<file path="src/rtl/xbar_route_pkg.sv">
// Package: shared sizes and the reset word for the crosspoint routing
// control registers. Assumes one disable bit sits above the channel select.
package xbar_route_pkg;
    localparam int XB_OUTS   = 4;
    localparam int XB_SEL_W  = 3;
    localparam int XB_WORD_W = XB_SEL_W + 1;
    localparam int XB_ADDR_W = $clog2(XB_OUTS);

    // Word with the disable bit set and channel 0: the power-on state
    function automatic logic [XB_WORD_W-1:0] off_word();
        return {1'b1, {XB_SEL_W{1'b0}}};
    endfunction
endpackage

</file>
<file path="src/rtl/xbar_addr_dec.sv">
// Module: xbar_addr_dec
// Turns the parallel bus strobes and output address into one staging-register
// load enable per output. Assumes the strobes are already synchronous to clk.
module xbar_addr_dec #(
    parameter int NUM_OUTS = 4,
    parameter int ADDR_W   = $clog2(NUM_OUTS)
) (
    input  logic                bus_par,
    input  logic                wstb_n,
    input  logic                csel_n,
    input  logic [ADDR_W-1:0]   out_addr,
    output logic [NUM_OUTS-1:0] wr_hit
);
    logic wr_open;

    // A write window is open only in parallel mode with both enables low
    always_comb wr_open = bus_par & ~wstb_n & ~csel_n;

    for (genvar i = 0; i < NUM_OUTS; i++) begin : g_hit
        // Select the staging register that out_addr points at
        always_comb wr_hit[i] = wr_open && (out_addr == ADDR_W'(i));
    end
endmodule

</file>
<file path="src/rtl/xbar_word_reg.sv">
// Module: xbar_word_reg
// A word-wide register with a load enable and a synchronous active-low reset
// to a fixed value. Stands in for one level-sensitive latch of the chain.
module xbar_word_reg #(
    parameter int             WORD_W = 4,
    parameter logic [WORD_W-1:0] RST_VAL = '0
) (
    input  logic              clk,
    input  logic              rst_n,
    input  logic              ld,
    input  logic [WORD_W-1:0] d,
    output logic [WORD_W-1:0] q
);
    // Take d on each edge where ld is high; reset wins
    always_ff @(posedge clk) begin
        if (!rst_n)   q <= RST_VAL;
        else if (ld)  q <= d;
    end
endmodule

</file>
<file path="src/rtl/xbar_commit_ctl.sv">
// Module: xbar_commit_ctl
// Chooses the source that loads the live registers: the parallel commit
// strobe in parallel mode, or the serial load pulse in serial mode.
// Assumes the two sources never compete, because bus_par picks one.
module xbar_commit_ctl (
    input  logic bus_par,
    input  logic cmt_n,
    input  logic ser_ld,
    output logic live_ld,
    output logic from_ser
);
    // Serial load counts only while the serial side owns the block
    always_comb from_ser = ~bus_par & ser_ld;
    // Live registers load on a parallel commit or on a serial load
    always_comb live_ld = (bus_par & ~cmt_n) | from_ser;
endmodule

</file>
<file path="src/rtl/xbar_route_ctl.sv">
// Module: xbar_route_ctl (top)
// Two-stage routing registers for a crosspoint with NUM_OUTS outputs.
// Stage one holds a staged word per output. Stage two holds the live word
// that drives the routing outputs. The live stage samples the staged value as
// it will be after this edge, so a write made while the commit strobe is low
// passes through in one clock. Assumes all inputs are synchronous to clk.
module xbar_route_ctl
    import xbar_route_pkg::*;
#(
    parameter int NUM_OUTS = XB_OUTS,
    parameter int SEL_W    = XB_SEL_W,
    localparam int WORD_W  = SEL_W + 1,
    localparam int ADDR_W  = $clog2(NUM_OUTS)
) (
    input  logic                       clk,
    input  logic                       rst_n,
    input  logic                       bus_par,
    input  logic                       wstb_n,
    input  logic                       csel_n,
    input  logic                       cmt_n,
    input  logic [ADDR_W-1:0]          out_addr,
    input  logic [WORD_W-1:0]          wdata,
    input  logic                       ser_ld,
    input  logic [NUM_OUTS*WORD_W-1:0] ser_word,
    output logic [NUM_OUTS*SEL_W-1:0]  route_sel,
    output logic [NUM_OUTS-1:0]        route_en
);
    localparam logic [WORD_W-1:0] RST_WORD = {1'b1, {SEL_W{1'b0}}};

    logic [NUM_OUTS-1:0] wr_hit;
    logic                live_ld;
    logic                from_ser;
    logic [WORD_W-1:0]   stg_q   [NUM_OUTS];
    logic [WORD_W-1:0]   stg_nxt [NUM_OUTS];
    logic [WORD_W-1:0]   live_d  [NUM_OUTS];
    logic [WORD_W-1:0]   live_q  [NUM_OUTS];

    xbar_addr_dec #(.NUM_OUTS(NUM_OUTS), .ADDR_W(ADDR_W)) u_dec (
        .bus_par (bus_par),
        .wstb_n  (wstb_n),
        .csel_n  (csel_n),
        .out_addr(out_addr),
        .wr_hit  (wr_hit)
    );

    xbar_commit_ctl u_cmt (
        .bus_par (bus_par),
        .cmt_n   (cmt_n),
        .ser_ld  (ser_ld),
        .live_ld (live_ld),
        .from_ser(from_ser)
    );

    for (genvar i = 0; i < NUM_OUTS; i++) begin : g_out
        // Staged value after this edge: the new word if addressed, else held
        always_comb stg_nxt[i] = wr_hit[i] ? wdata : stg_q[i];

        // Live register source: serial nibble or the staged value
        always_comb live_d[i] = from_ser ? ser_word[i*WORD_W +: WORD_W] : stg_nxt[i];

        xbar_word_reg #(.WORD_W(WORD_W), .RST_VAL(RST_WORD)) u_stg (
            .clk  (clk),
            .rst_n(rst_n),
            .ld   (wr_hit[i]),
            .d    (wdata),
            .q    (stg_q[i])
        );

        xbar_word_reg #(.WORD_W(WORD_W), .RST_VAL(RST_WORD)) u_live (
            .clk  (clk),
            .rst_n(rst_n),
            .ld   (live_ld),
            .d    (live_d[i]),
            .q    (live_q[i])
        );

        // Split the live word into the channel select and the enable
        always_comb begin
            route_sel[i*SEL_W +: SEL_W] = live_q[i][SEL_W-1:0];
            route_en[i]                 = ~live_q[i][SEL_W];
        end
    end
endmodule

</file>
<file path="config.mk">
export PLATFORM = sky130hd
export DESIGN_NAME = xbar_route_ctl
export DESIGN_NICKNAME = d
export VERILOG_FILES = /design/src/rtl/xbar_route_pkg.sv /design/src/rtl/xbar_addr_dec.sv /design/src/rtl/xbar_word_reg.sv /design/src/rtl/xbar_commit_ctl.sv /design/src/rtl/xbar_route_ctl.sv
export SDC_FILE = /design/constraint.sdc
export NUM_CORES = 1
export LEC_CHECK = 0
export BUFFER_PORTS_ARGS = -buffer_cell sky130_fd_sc_hd__buf_2
export CAP_MARGIN = 20
export CORE_MARGIN = 10
export CORE_UTILIZATION = 55
export DETAILED_ROUTE_END_ITERATION = 8
export PLACE_DENSITY = 0.83
export SYNTH_ARGS = -nofsm -noshare
export SYNTH_HDL_FRONTEND = slang
export SYNTH_SLANG_ARGS = --single-unit
</file>
<file path="constraint.sdc">
create_clock -name clk -period 1.78 [get_ports clk]
set_input_delay 0.267 -clock clk [delete_from_list [all_inputs] [get_ports clk]]
set_output_delay 0.267 -clock clk [all_outputs]
set_load 0.005 [all_outputs]
</file>
==> impl_metrics.py <==
metrics = {
    "sta": {
        "rsz0062_at_grt": "no",
        "worst_pin_slew_ns": 0.5804,
        "finalCritPeriodShare_pct": 76.68,
        "tns_ns": 0,
        "whs_ns": 0.2036,
        "finClkSkew_ns": 0.007805,
        "maxSlewViolCount": 0,
        "relSlewSlack_pct": 61.26,
        "setup_slack_ns": 0.4150,
        "setup_viol": 0,
        "finalHoldViolCount": 0,
        "fin_crit_ns": 1.365,
        "timing.fmax_mhz": 732.6,
    },
    "die": {
        "start_util_pct": 58.88,
        "die_x_um": 74.80,
        "std_cell_rows": 19,
        "core_um2": 2805,
        "die_area_um2": 5595,
        "chipHeight_um": 74.80,
        "io_pins": 45,
    },
    "drt": {
        "wl_met1_mm": 1.861,
        "totalWireLength_mm": 4.365,
        "detail_route.vias_per_cell": 6.242,
        "topRoutingLayerUsed": "met4",
        "routed-via-count": 1498,
        "ant_nets": 0,
        "drc": 0,
        "dr_wl_met2_mm": 2.107,
        "dr.pass1.iters": 4,
        "wl_met3_um": 326,
        "drt-initial-drc-count": 102,
        "detail_route.wl_per_cell_um": 18.19,
    },
    "yosys": {
        "ys_types": 30,
        "synth_top_area_share_pct": 38.79,
        "yosys-top-cells-area": "dfxtp_1 39%, or3b_2 6.4%, buf_4 5.9%",
        "syn-mean-instance-area_um2": 9.227,
        "synth-seq-area-share_pct": 38.79,
        "yosysTopAreaCell": "dfxtp_1",
        "yosys_warnings": 0,
        "synth_seq_cells": 32,
        "synth_nets": 208,
        "syn_inst": 179,
        "syn-cell-area_um2": 1652,
    },
    "clock_network": {
        "clkSinkCount": 32,
        "cts_buffers": 5,
        "path_clk_slew_ns": 0.10,
        "cts.path.max_buffers": 2,
        "clock-root-buffer": "clkbuf_4",
        "postCtsSetupBuffers": 0,
        "hold_buffers": 0,
        "htree_levels": 2,
        "worstSkewPairLatency_ns": 0.33,
        "ctsResizeCount": 0,
        "cts_tree": "yes",
    },
    "grt": {
        "grt_pass1_vias": 1505,
        "antenna_found_initial": 0,
        "overflow": 0,
        "grt_usage_pct": 16.30,
        "grt_max_degree": 22,
        "grt_pass1_wl_mm": 7.148,
    },
    "final_layout": {
        "drive_gt1_share_pct": 37.32,
        "stdcell_count": 240,
        "final_net_count": 238,
        "fill_cells": 249,
        "syn_to_final_growth_pct": 11.21,
        "num_antenna_cells": 0,
    },
    "worst_setup_path": {
        "r2r_start": "g_out[3].u_stg.q[3]",
        "critical_path.max_fanout": 14,
        "crit_slowest_cell": "or4b_1",
        "critPathMaxStageDelay_ns": 0.72,
        "arrival_ns": 1.59,
        "worst_setup_path_end_kind": "flop",
        "crit_start": "bus_par",
        "crit_type": "in2reg",
        "cp_top_family": "simple AND/OR/NAND/NOR gates",
        "cp-start-kind": "input pin",
        "cp_cell_sequence": "buf_2, or4b_1, o21ai_0, nand2_1",
        "critPathBufInv": 1,
        "cp.required_ns": 2.01,
    },
    "power_and_ir_drop": {
        "p_leak_uw": 0.0007317,
        "powerDensity_nw_per_um2": 780.1,
        "ir_drop_uv": 522.8,
    },
    "flow_run": {
        "drv_cap": 0,
    },
    "outcome": {
        "status": "completed",
    },
    "worst_hold_path": {
        "hold_path.class": "in2reg",
        "holdCritStartpoint": "rst_n",
    },
    "placed_design": {
        "dp_hpwl_mm": 3.258,
        "globalplace.congestion": 0.8129,
        "port_buffers": 44,
        "pre_cts_ws_ns": 0.08950,
        "dp_cells": 233,
    },
}
-- sequential cells by signal (all words and copies together) (netlist names) --
| name | count |
|---|---|
| g_out.u_live.q | 16 |
| g_out.u_stg.q | 16 |
-- layer usage --
layer  global-route usage, %  up-vias
met5                       0        -
met4                   5.882        0
met3                   5.913       10
met2                   27.19       56
met1                   18.81      691
li1                        -      741
-- synth_stat cells --
master     instances
a2111oi_0          4
a211oi_1           4
a21oi_1           14
a31oi_1           12
and4bb_1           1
buf_2              6
buf_4             13
buf_6              4
clkbuf_1           5
clkinv_1           1
dfxtp_1           32
inv_1              5
nand2_1            2
nand2b_1           1
nand3_1           16
nand4bb_1          1
nor2b_1            2
nor2b_4            1
nor3_1             4
nor4b_4            1
o21ai_0            9
o21ai_1            1
o21ai_2            6
o311ai_0           9
o311ai_1           3
o31ai_1            4
or3b_1             4
or3b_2            12
or4b_1             1
or4bb_1            1
-- cell families (layout without fill, tap and decap cells) --
group	after synthesis	count (layout)	share of synthesized area, %
compound gates	66	66	27.12
buf+inv	34	64	12.95
flops	32	32	38.79
simple gates	47	47	21.14
-- cell type report --
class	count	area, um2	area share (%)
multi-input cells	113	797.0	43.39
flip-flops and latches	32	640.6	34.88
clock buffers	7	65.06	3.542
repair buffers	51	272.8	14.85
inverters	6	22.52	1.226
well taps	31	38.79	2.112
-- final timing paths --
| check | depth (start not counted) | slack [ns] | to |
|---|---|---|---|
| setup / recovery | 4 | 0.42 | g_out[0].u_stg.q[3] |
| setup reg to reg | 2 | 0.85 | g_out[3].u_live.q[3] |
| hold / removal | 2 | 0.20 | g_out[3].u_stg.q[3] |
| hold reg to reg | 2 | 0.47 | g_out[1].u_stg.q[3] |
-- worst reg2reg max path, stage by stage (launching register included) --
cell and delay [ns]:
dfxtp_1 0.33, a2111oi_0 0.38, a211oi_1 0.09
-- power by group --
| part | leakage, uW | total [uW] | internal, uW | switching (uW) |
|---|---|---|---|---|
| Clock | 0.0000374 | 462 | 224 | 238 |
| Sequential | 0.000261 | 760 | 746 | 13.6 |
| Combinational | 0.000433 | 211 | 93.8 | 117 |
| Total | 0.000732 | 1430 | 1060 | 369 |
-- cell usage in the layout (no fill, tap or decap), types with 2 or more instances in the layout --
master / count
o21ai_2: 6
o311ai_1: 3
clkbuf_8: 2
a2111oi_0: 4
dfxtp_1: 32
a31oi_1: 12
a211oi_1: 4
nor2b_1: 2
or3b_2: 12
nand2_1: 2
nand3_1: 16
a21oi_1: 14
nor3_1: 4
clkbuf_4: 5
buf_4: 7
o311ai_0: 9
o31ai_1: 4
inv_1: 5
o21ai_0: 9
buf_2: 44
or3b_1: 4
-- through the flow --
stage,area [um2],utilization [%],power (uW)
5_1_grt,1837,65.48,1504
6_report,1837,65.48,1433
3_5_place_dp,1772,63.16,986.7
3_3_place_gp,1772,63.16,978.0
2_1_floorplan,1652,-,921.4
4_1_cts,1837,65.48,1434
Note: power is estimated with default switching activity, not from simulation.
